[src/rtl/dip_pkg.sv]
`timescale 1ns/1ps
package dip_pkg;
  parameter int REG_W = 5;
  parameter int CLS_W = 2;
  localparam int INS_W = CLS_W + 3 * REG_W;
  localparam int NPIPE = 2;
  localparam int TAKE_W = 2;

  typedef enum logic [CLS_W-1:0] {
    CLS_ALU = 2'd0,
    CLS_MUL = 2'd1,
    CLS_SHF = 2'd2,
    CLS_MEM = 2'd3
  } ucls_e;

  typedef struct packed {
    logic             vld;
    ucls_e            cls;
    logic [REG_W-1:0] dst;
    logic [REG_W-1:0] src1;
    logic [REG_W-1:0] src2;
  } slot_t;

  // needs the single multiplier or shifter, only in pipe A
  function automatic logic wants_pipe_a(input ucls_e c);
    return (c == CLS_MUL) || (c == CLS_SHF);
  endfunction

  // needs the load/store unit, only in pipe B
  function automatic logic wants_pipe_b(input ucls_e c);
    return c == CLS_MEM;
  endfunction
endpackage

[src/rtl/dip_pair_form.sv]
`timescale 1ns/1ps
module dip_pair_form
  import dip_pkg::*;
(
  input  logic              clk,
  input  logic              rst,
  input  logic              dn_stall,
  input  slot_t             pos_a,
  input  slot_t             pos_b,
  input  logic              keep_young,
  output slot_t             older,
  output slot_t             younger,
  output logic [TAKE_W-1:0] take,
  output slot_t             carry
);
  // Pick the pair examined this cycle: a pending carry is always the older.
  always_comb begin
    if (carry.vld) begin
      older   = carry;
      younger = pos_a;
      take    = TAKE_W'(1);
    end else if (pos_a.vld) begin
      older   = pos_a;
      younger = pos_b;
      take    = TAKE_W'(2);
    end else begin
      older   = pos_b;
      younger = '0;
      take    = TAKE_W'(2);
    end
    if (dn_stall) take = '0;
  end

  always_ff @(posedge clk) begin
    if (rst)
      carry <= '0;
    else if (!dn_stall)
      carry <= keep_young ? younger : '0;
  end


  carry_frozen_chk: assert property (@(posedge clk) disable iff (rst)
    dn_stall |=> $stable(carry));
endmodule

[src/rtl/dip_pair_check.sv]
`timescale 1ns/1ps
module dip_pair_check
  import dip_pkg::*;
(
  input  slot_t older,
  input  slot_t younger,
  output slot_t to_pa,
  output slot_t to_pb,
  output logic  keep_young
);
  logic o_a, o_b, y_a, raw, y_ok, swap;

  always_comb begin
    o_a  = wants_pipe_a(older.cls);
    o_b  = wants_pipe_b(older.cls);
    y_a  = wants_pipe_a(younger.cls);
    raw  = (older.dst != '0) &&
           ((younger.src1 == older.dst) || (younger.src2 == older.dst));
    y_ok = older.vld && younger.vld && !o_b && !(o_a && y_a) && !raw;
    keep_young = older.vld && younger.vld && !y_ok;
    swap = y_ok && y_a;
    to_pa = '0;
    to_pb = '0;
    if (older.vld) begin
      if (o_b || swap) to_pb = older;
      else             to_pa = older;
    end
    if (y_ok) begin
      if (swap) to_pa = younger;
      else      to_pb = younger;
    end
  end
endmodule

[src/rtl/dip_issue_regs.sv]
`timescale 1ns/1ps
module dip_issue_regs
  import dip_pkg::*;
(
  input  logic  clk,
  input  logic  rst,
  input  logic  dn_stall,
  input  slot_t pick [NPIPE],
  output slot_t q    [NPIPE]
);
  for (genvar g = 0; g < NPIPE; g++) begin : g_pipe
    always_ff @(posedge clk) begin
      if (rst)
        q[g] <= '0;
      else if (!dn_stall)
        q[g] <= pick[g];
    end


    pipe_frozen_chk: assert property (@(posedge clk) disable iff (rst)
      dn_stall |=> $stable(q[g]));
  end


  reset_idle_chk: assert property (@(posedge clk)
    rst |=> (!q[0].vld && !q[1].vld));

  pa_no_mem_chk: assert property (@(posedge clk) disable iff (rst)
    q[0].vld |-> (q[0].cls != CLS_MEM));

  pb_no_muldiv_chk: assert property (@(posedge clk) disable iff (rst)
    q[1].vld |-> !(q[1].cls == CLS_MUL || q[1].cls == CLS_SHF));
endmodule

[src/rtl/dual_issue_pair.sv]
`timescale 1ns/1ps
module dual_issue_pair
  import dip_pkg::*;
(
  input  logic              clk,
  input  logic              rst,
  input  logic              dn_stall,
  input  logic              a_vld,
  input  logic [INS_W-1:0]  a_ins,
  input  logic              b_vld,
  input  logic [INS_W-1:0]  b_ins,
  output logic [TAKE_W-1:0] in_take,
  output logic              pa_en,
  output logic [INS_W-1:0]  pa_ins,
  output logic              pb_en,
  output logic [INS_W-1:0]  pb_ins,
  output logic              hold_vld,
  output logic [INS_W-1:0]  hold_ins
);
  slot_t pos_a, pos_b, older, younger, carry, to_pa, to_pb;
  slot_t pick [NPIPE];
  slot_t q    [NPIPE];
  logic  keep_young;

  assign pos_a = {a_vld, a_ins};
  assign pos_b = {b_vld, b_ins};

  dip_pair_form u_form (
    .clk(clk), .rst(rst), .dn_stall(dn_stall),
    .pos_a(pos_a), .pos_b(pos_b), .keep_young(keep_young),
    .older(older), .younger(younger), .take(in_take), .carry(carry)
  );

  dip_pair_check u_check (
    .older(older), .younger(younger),
    .to_pa(to_pa), .to_pb(to_pb), .keep_young(keep_young)
  );

  assign pick[0] = to_pa;
  assign pick[1] = to_pb;

  dip_issue_regs u_regs (
    .clk(clk), .rst(rst), .dn_stall(dn_stall), .pick(pick), .q(q)
  );

  assign pa_en    = q[0].vld;
  assign pa_ins   = q[0][INS_W-1:0];
  assign pb_en    = q[1].vld;
  assign pb_ins   = q[1][INS_W-1:0];
  assign hold_vld = carry.vld;
  assign hold_ins = carry[INS_W-1:0];


  carry_issues_chk: assert property (@(posedge clk) disable iff (rst)
    (hold_vld && !dn_stall) |=> (pa_en || pb_en));
endmodule

[config.mk]
export PLATFORM = sky130hd
export DESIGN_NAME = dual_issue_pair
export DESIGN_NICKNAME = d
export VERILOG_FILES = /design/src/rtl/dip_pkg.sv /design/src/rtl/dip_pair_form.sv /design/src/rtl/dip_pair_check.sv /design/src/rtl/dip_issue_regs.sv /design/src/rtl/dual_issue_pair.sv
export SDC_FILE = /design/constraint.sdc
export NUM_CORES = 1
export LEC_CHECK = 0
export ABC_CLOCK_PERIOD_IN_PS = 2700
export BUFFER_PORTS_ARGS = -buffer_cell sky130_fd_sc_hd__buf_4
export CAP_MARGIN = 20
export CORE_UTILIZATION = 47
export DETAILED_ROUTE_END_ITERATION = 10
export GPL_TIMING_DRIVEN = 0
export PLACE_DENSITY = 0.76
export SLEW_MARGIN = 40
export SYNTH_ARGS = -nofsm -noshare
export SYNTH_HDL_FRONTEND = slang
export SYNTH_SLANG_ARGS = --single-unit
[constraint.sdc]
create_clock -name clk -period 2.7 [get_ports clk]
set_clock_uncertainty 0.1 [all_clocks]
set_input_delay 0.135 -clock clk [delete_from_list [all_inputs] [get_ports clk]]
set_output_delay 0.135 -clock clk [all_outputs]
set_load 0.01 [all_outputs]
==> impl_metrics.csv, run 1 <==
group,metric,value,unit
final_layout,final_common_cell,"buf_4",
worst_hold_path,min_path_cells,3,
yosys,synth_nets,408,
setup_path,path_max_fanout,28,
clock_network,cts_made_buffers,5,
floorplanning,core_area,0.00649,mm2
yosys,synthCells,366,
setup_path,ff2ff_path_depth,11,
floorplanning,die_height,85.1,um
yosys,post-synth-top-area-cell,"dfxtp_1",
route,dr.pass1.iters,5,
sta,hold_viol,0,
worst_hold_path,hp-class,"in -> reg",
final_layout,nets,505,
route,finalWirelength,10700,um
yosys,synth_enable_flop_cells,0,
yosys,synth-main-ff-cell,"dfxtp_1",
placement,portBuffers,91,
final_layout,layout_common_cells,"buf_4 (96), dfxtp_1 (53), nand2_1 (50), o21ai_0 (30), nor2_1 (23)",
clock_network,cts_tree,"yes",
route,avgRoutedWirePerCell,19.8,um
setup_path,end_kind,"flop",
yosys,syn_avg_cell_area,8.86,um2
grt,grtUsageTotal,0.305,
setup_path,reg2reg_from,"u_form.carry[17]$_SDFFE_PP0N_",
floorplanning,row_count,29,
clock_network,cts.clk_slew.worst_paths,0.10,ns
floorplanning,die-area,0.00724,mm2
clock_network,clock_insertion_delay_worst_skew,0.30,ns
final_layout,area_growth,28.3,%
sta,fmax,386,MHz
final_layout,num-fill-cells,551,
placement,dp_hpwl,8030,um
yosys,ys_seq_elements,54,
final_layout,antenna_cells,0,
route,avgViaCountPerCell,6.26,
grt,grt_first_pass_wirelength,17000,um
sta,tightest_slew,0.632,ns
sta,setup_viol,0,
setup_path,critPathRequiredTime,2.83,ns
setup_path,critPathArrivalTime,2.72,ns
floorplanning,start_util,0.500,
power,ir_drop,246,uV
yosys,synthesis.area,0.00324,mm2
grt,grt_max_degree,29,
sta,slew_viol_final,0,
sta,worst_hold_slack,0.0767,ns
route,vias,3379,
floorplanning,io_pins,95,
placement,gp_congestion,0.962,
worst_hold_path,worstHoldStart,"b_ins[15]",
floorplanning,die_w,85.1,um
clock_network,cts_root_buf,"clkbuf_8",
sta,period_minus_slack,2.59,ns
yosys,async_reset_ff_frac,0,
setup_path,startpoint,"u_form.carry[17]$_SDFFE_PP0N_",
yosys,ys_warn_count,0,
setup_path,startpoint_type,"flop",
yosys,yosysUniqueCellTypes,56,
yosys,ys_seq_area_frac,0.333,
placement,preCtsSetupSlack,-0.388,ns
run_status,status,"finished clean",
sta,period_share,0.959,
sta,setup_slack,0.110,ns
power,powerDensity,454,mW/mm2
sta,finalSetupTns,0,ns
sta,slew_headroom,0.579,
setup_path,critical_path_class,"reg -> reg",
job,drv_cap,0,
clock_network,cts_sinks,54,
clock_network,clockBufferDepth,2,
grt,grt_antenna_before_repair,0,
route,drt_iter0_drc,271,
yosys,synth_top_cells_by_area,"dfxtp_1 (33%), nand2_1 (5.8%), mux2i_1 (4.9%)",
route,drc,0,
final_layout,drive_gt1_frac,0.339,
clock_network,hold_buffers,0,
grt,overflow,0,
route,ant_nets,0,
yosys,yosys.area.top_type_share,0.333,
power,p_total,1890,uW
clock_network,htree_levels,2,
grt,grt_pass1_vias,3267,
power,leakagePower,0.00176,uW
state kept, by name, indices dropped and copies added (netlist names):
name	flops
u_form.carry	18
u_regs.q	36
metal layers:
metal / GRT usage / share of wire / up-vias
li1: - / - / 1547
met1: 0.404 / 0.42 / 1578
met2: 0.483 / 0.46 / 221
met3: 0.0574 / 0.095 / 33
met4: 0.136 / 0.034 / 0
met5: 0 / 0 / -
critical path: stages (launching register included):
cell      delay (ns)
dfxtp_4         0.43
buf_12          0.19
o21a_1          0.17
inv_1           0.07
ha_2            0.22
nor2_4          0.13
and3_1          0.22
nand3_1         0.09
a21boi_4        0.19
a211o_4         0.38
buf_6           0.18
o221ai_2        0.15
power breakdown:
| part | internal [uW] | switching (uW) | total, uW |
|---|---|---|---|
| clock network | 237 | 284 | 521 |
| logic | 222 | 287 | 509 |
| registers | 835 | 26.6 | 861 |
cells in the mapped netlist, types with 2 or more instances:
master	number
nor4_1	3
o21ai_1	5
buf_1	3
dfxtp_1	54
o221a_2	12
xnor2_1	14
buf_6	8
a31oi_1	2
and3_1	5
nor3_1	4
nor2b_1	2
nor3b_1	4
nor2_1	23
nor3b_2	6
o21ai_0	30
xor2_1	4
a22oi_1	17
nand2_1	50
o221ai_2	10
inv_1	9
o21ai_2	3
o221ai_1	5
clkbuf_1	11
a21oi_1	14
buf_4	2
buf_2	4
nand2b_1	3
a22o_1	2
nand3_1	8
mux2i_1	16
ha_1	3
o21a_1	3
o221a_1	4
path summary, 6_finish.rpt:
check,end,slack (ns)
worst max-delay path,u_regs.q[14]$_SDFFE_PP0N_,0.11
worst min-delay path,u_form.carry[15]$_SDFFE_PP0N_,0.08
worst max register to register,u_regs.q[14]$_SDFFE_PP0N_,0.11
worst min register to register,u_regs.q[11]$_SDFFE_PP0N_,0.38
repair_timing:
action                     CTS  global route
setup endpoints to repair   41            28
gates resized for setup      4             2
pin swaps                    0             1
setup buffers                0             2
layout make-up:
| class | count | area (um2) | share of cell area |
|---|---|---|---|
| clock buffers | 6 | 93.8 | 0.0225 |
| well taps | 77 | 96.3 | 0.0231 |
| plain buffers | 25 | 175 | 0.0421 |
| multi-input cells | 274 | 1970 | 0.473 |
| flip-flops and latches | 54 | 1080 | 0.261 |
| inverters | 10 | 37.5 | 0.00902 |
| clock inverters | 1 | 8.76 | 0.00210 |
| repair buffers | 93 | 698 | 0.168 |
through the flow:
step	utilization	area, um2	instances
3_5_place_dp	0.621	4030	534
5_1_grt	0.641	4160	540
3_3_place_gp	0.621	4030	534
2_1_floorplan	-	3250	366
6_report	0.641	4160	540
4_1_cts	0.637	4140	538
cell families after synthesis:
group	Yosys count	share of synthesized area
buf+inv	38	0.0663
fa+ha+maj	3	0.0116
flops	54	0.333
compound gates	120	0.295
mux	17	0.0536
simple gates	116	0.191
xor+xnor	18	0.0486
Power figures use the tool's default switching activity.
==> run 2: changes to the inputs <==
--- a/config.mk
+++ b/config.mk
@@ -8,7 +8,9 @@
 export ABC_CLOCK_PERIOD_IN_PS = 2700
 export BUFFER_PORTS_ARGS = -buffer_cell sky130_fd_sc_hd__buf_4
 export CAP_MARGIN = 20
-export CORE_UTILIZATION = 47
+export CELL_PAD_IN_SITES_DETAIL_PLACEMENT = 1
+export CELL_PAD_IN_SITES_GLOBAL_PLACEMENT = 2
+export CORE_UTILIZATION = 27
 export DETAILED_ROUTE_END_ITERATION = 10
 export GPL_TIMING_DRIVEN = 0
 export PLACE_DENSITY = 0.76
==> run 2 against run 1 <==
  * The flow now finishes with violations (design-rule violations)
  * Flip-flop and latch count unchanged
  * Setup slack worse by 0.0069 ns
  * Register-to-register slack about the same
  * Wire length up 22%
  * Largest cell class unchanged
==> impl_metrics.csv, run 2 (synthesized netlist as in run 1, its figures left out) <==
group,metric,value,unit
job,drv_cap,0,
sta,slew_viol_final,0,
setup_path,critical_path_class,"reg -> reg",
route,ant_nets,0,
route,avgRoutedWirePerCell,21.4,um
setup_path,reg2reg_to,"u_regs.q[29]$_SDFFE_PP0N_",
final_layout,area_growth,33.7,%
sta,tightest_slew,0.679,ns
sta,setup_viol,0,
sta,period_share,0.962,
clock_network,clock_insertion_delay_worst_skew,0.30,ns
route,avgViaCountPerCell,5.35,
final_layout,antenna_cells,0,
final_layout,layout_common_cells,"buf_4 (97), dfxtp_1 (53), nand2_1 (50), o21ai_0 (30), nor2_1 (23)",
placement,portBuffers,91,
final_layout,final_common_cell,"buf_4",
clock_network,cts_sinks,54,
placement,dp_cells,600,
power,p_total,2070,uW
floorplanning,start_util,0.281,
setup_path,ff2ff_path_depth,8,
final_layout,regMostFlops,"u_regs.q",
clock_network,cts_root_buf,"clkbuf_16",
route,drt_iter0_drc,185,
sta,rsz0062_at_grt,"false",
route,vias,3261,
grt,grt_antenna_before_repair,0,
grt,grt_pass1_vias,3374,
floorplanning,die_w,112,um
power,leakagePower,0.00180,uW
setup_path,reg2reg_from,"u_form.carry[17]$_SDFFE_PP0N_",
setup_path,startpoint_type,"flop",
floorplanning,row_count,39,
worst_hold_path,hp-class,"in -> reg",
final_layout,largest_reg_flops,36,
route,dr.pass1.iters,9,
sta,worst_hold_slack,0.0811,ns
setup_path,critPathArrivalTime,2.69,ns
grt,grt_max_degree,29,
route,drc,7,
final_layout,largest_registers,"u_regs.q: 36 flops, u_form.carry: 18 flops",
sta,hold_viol,0,
final_layout,regArea,0.00108,mm2
power,powerDensity,478,mW/mm2
setup_path,path_max_fanout,14,
route,finalWirelength,13100,um
grt,grt_first_pass_wirelength,20100,um
run_status,status,"complete, but fails checks",
sta,fmax,385,MHz
run_status,violations,"design-rule violations",
final_layout,stdcell_count,610,
clock_network,hold_buffers,0,
grt,overflow,0,
sta,period_minus_slack,2.60,ns
floorplanning,core_area,0.0116,mm2
placement,dp_hpwl,10100,um
floorplanning,die-area,0.0125,mm2
setup_path,end_kind,"flop",
clock_network,htree_levels,2,
clock_network,cts.clk_slew.worst_paths,0.08,ns
clock_network,clockBufferDepth,2,
final_layout,drive_gt1_frac,0.347,
final_layout,multi_input_area,0.00197,mm2
setup_path,rrSetupSlack,0.10,ns
setup_path,startpoint,"u_form.carry[17]$_SDFFE_PP0N_",
final_layout,num-fill-cells,1363,
final_layout,nets,508,
floorplanning,die_height,112,um
grt,grtUsageTotal,0.212,
sta,slew_headroom,0.543,
setup_path,critPathRequiredTime,2.79,ns
clock_network,cts_tree,"yes",
setup_path,crit_end,"u_regs.q[29]$_SDFFE_PP0N_",
floorplanning,io_pins,95,
clock_network,cts_made_buffers,5,
placement,gp_congestion,0.839,
power,ir_drop,238,uV
run 2: cell count changes in the layout (fill, tap and decap cells not counted):
cell,before,now
and3_1,5,4
and3_4,0,1
buf_4,96,97
clkbuf_16,1,6
clkbuf_4,0,1
clkbuf_8,5,0
clkinvlp_4,0,1
inv_6,0,1
run 2: how the worst min path moves through the flow:
stage / cells past startpoint / slack (ns) / to / from
after floorplan: 2 / 0.25 / u_form.carry[10]$_SDFFE_PP0N_ / b_ins[10]
after global placement: 2 / 0.36 / u_regs.q[10]$_SDFFE_PP0N_ / u_regs.q[10]$_SDFFE_PP0N_
after detailed placement: 2 / 0.36 / u_regs.q[11]$_SDFFE_PP0N_ / u_regs.q[11]$_SDFFE_PP0N_
after CTS: 3 / 0.08 / u_form.carry[15]$_SDFFE_PP0N_ / b_ins[15]
after global routing: 3 / 0.11 / u_form.carry[15]$_SDFFE_PP0N_ / b_ins[15]
final: 3 / 0.08 / u_form.carry[15]$_SDFFE_PP0N_ / b_ins[15]
run 2: cell type report:
type | instances | share of cell area
Buffer | 25 | 0.0404
Timing Repair Buffer | 96 | 0.170
Clock buffer | 5 | 0.0288
Sequential cell | 54 | 0.250
Clock inverter | 3 | 0.00577
Tap cell | 143 | 0.0412
Multi-Input combinational cell | 274 | 0.455
Inverter | 10 | 0.00865
run 2: repair_timing:
action	CTS	global route
buffers inserted	2	2
cloned	0	1
pin swaps	1	0
endpoints found under the setup margin	50	31
resized for setup	5	2
run 2: power breakdown:
group	switching, uW	internal (uW)	total [uW]
combinational	305	227	533
sequential	29.1	834	863
clock	326	350	675
total	660	1410	2070
run 2: metal layers:
metal / up-vias / GRT usage / part of all wire
met5: - / 0 / 0
met4: 0 / 0.0550 / 0.020
met3: 17 / 0.0381 / 0.041
met2: 79 / 0.366 / 0.49
met1: 1609 / 0.272 / 0.45
li1: 1556 / - / -
run 2: per-stage QoR:
stage / setup WS [ns] / TNS [ns] / utilization / instance area [um2]
detailed placement: -0.499 / -14.57 / 0.356 / 4110
floorplan: 0.0330 / 0 / - / 3250
global placement: -0.415 / -11.83 / 0.356 / 4110
CTS: 0.000675 / 0 / 0.371 / 4290
finish: 0.103 / 0 / 0.375 / 4340
global route: 0.0228 / 0 / 0.375 / 4340
run 2: worst max-delay path, stage by stage (launching register included):
cell and delay, ns:
dfxtp_4 0.38, buf_12 0.15, a22oi_1 0.56, o22a_1 0.24
nand3_2 0.12, a21boi_4 0.28, clkbuf_4 0.27, o21ai_0 0.12
o221a_2 0.25
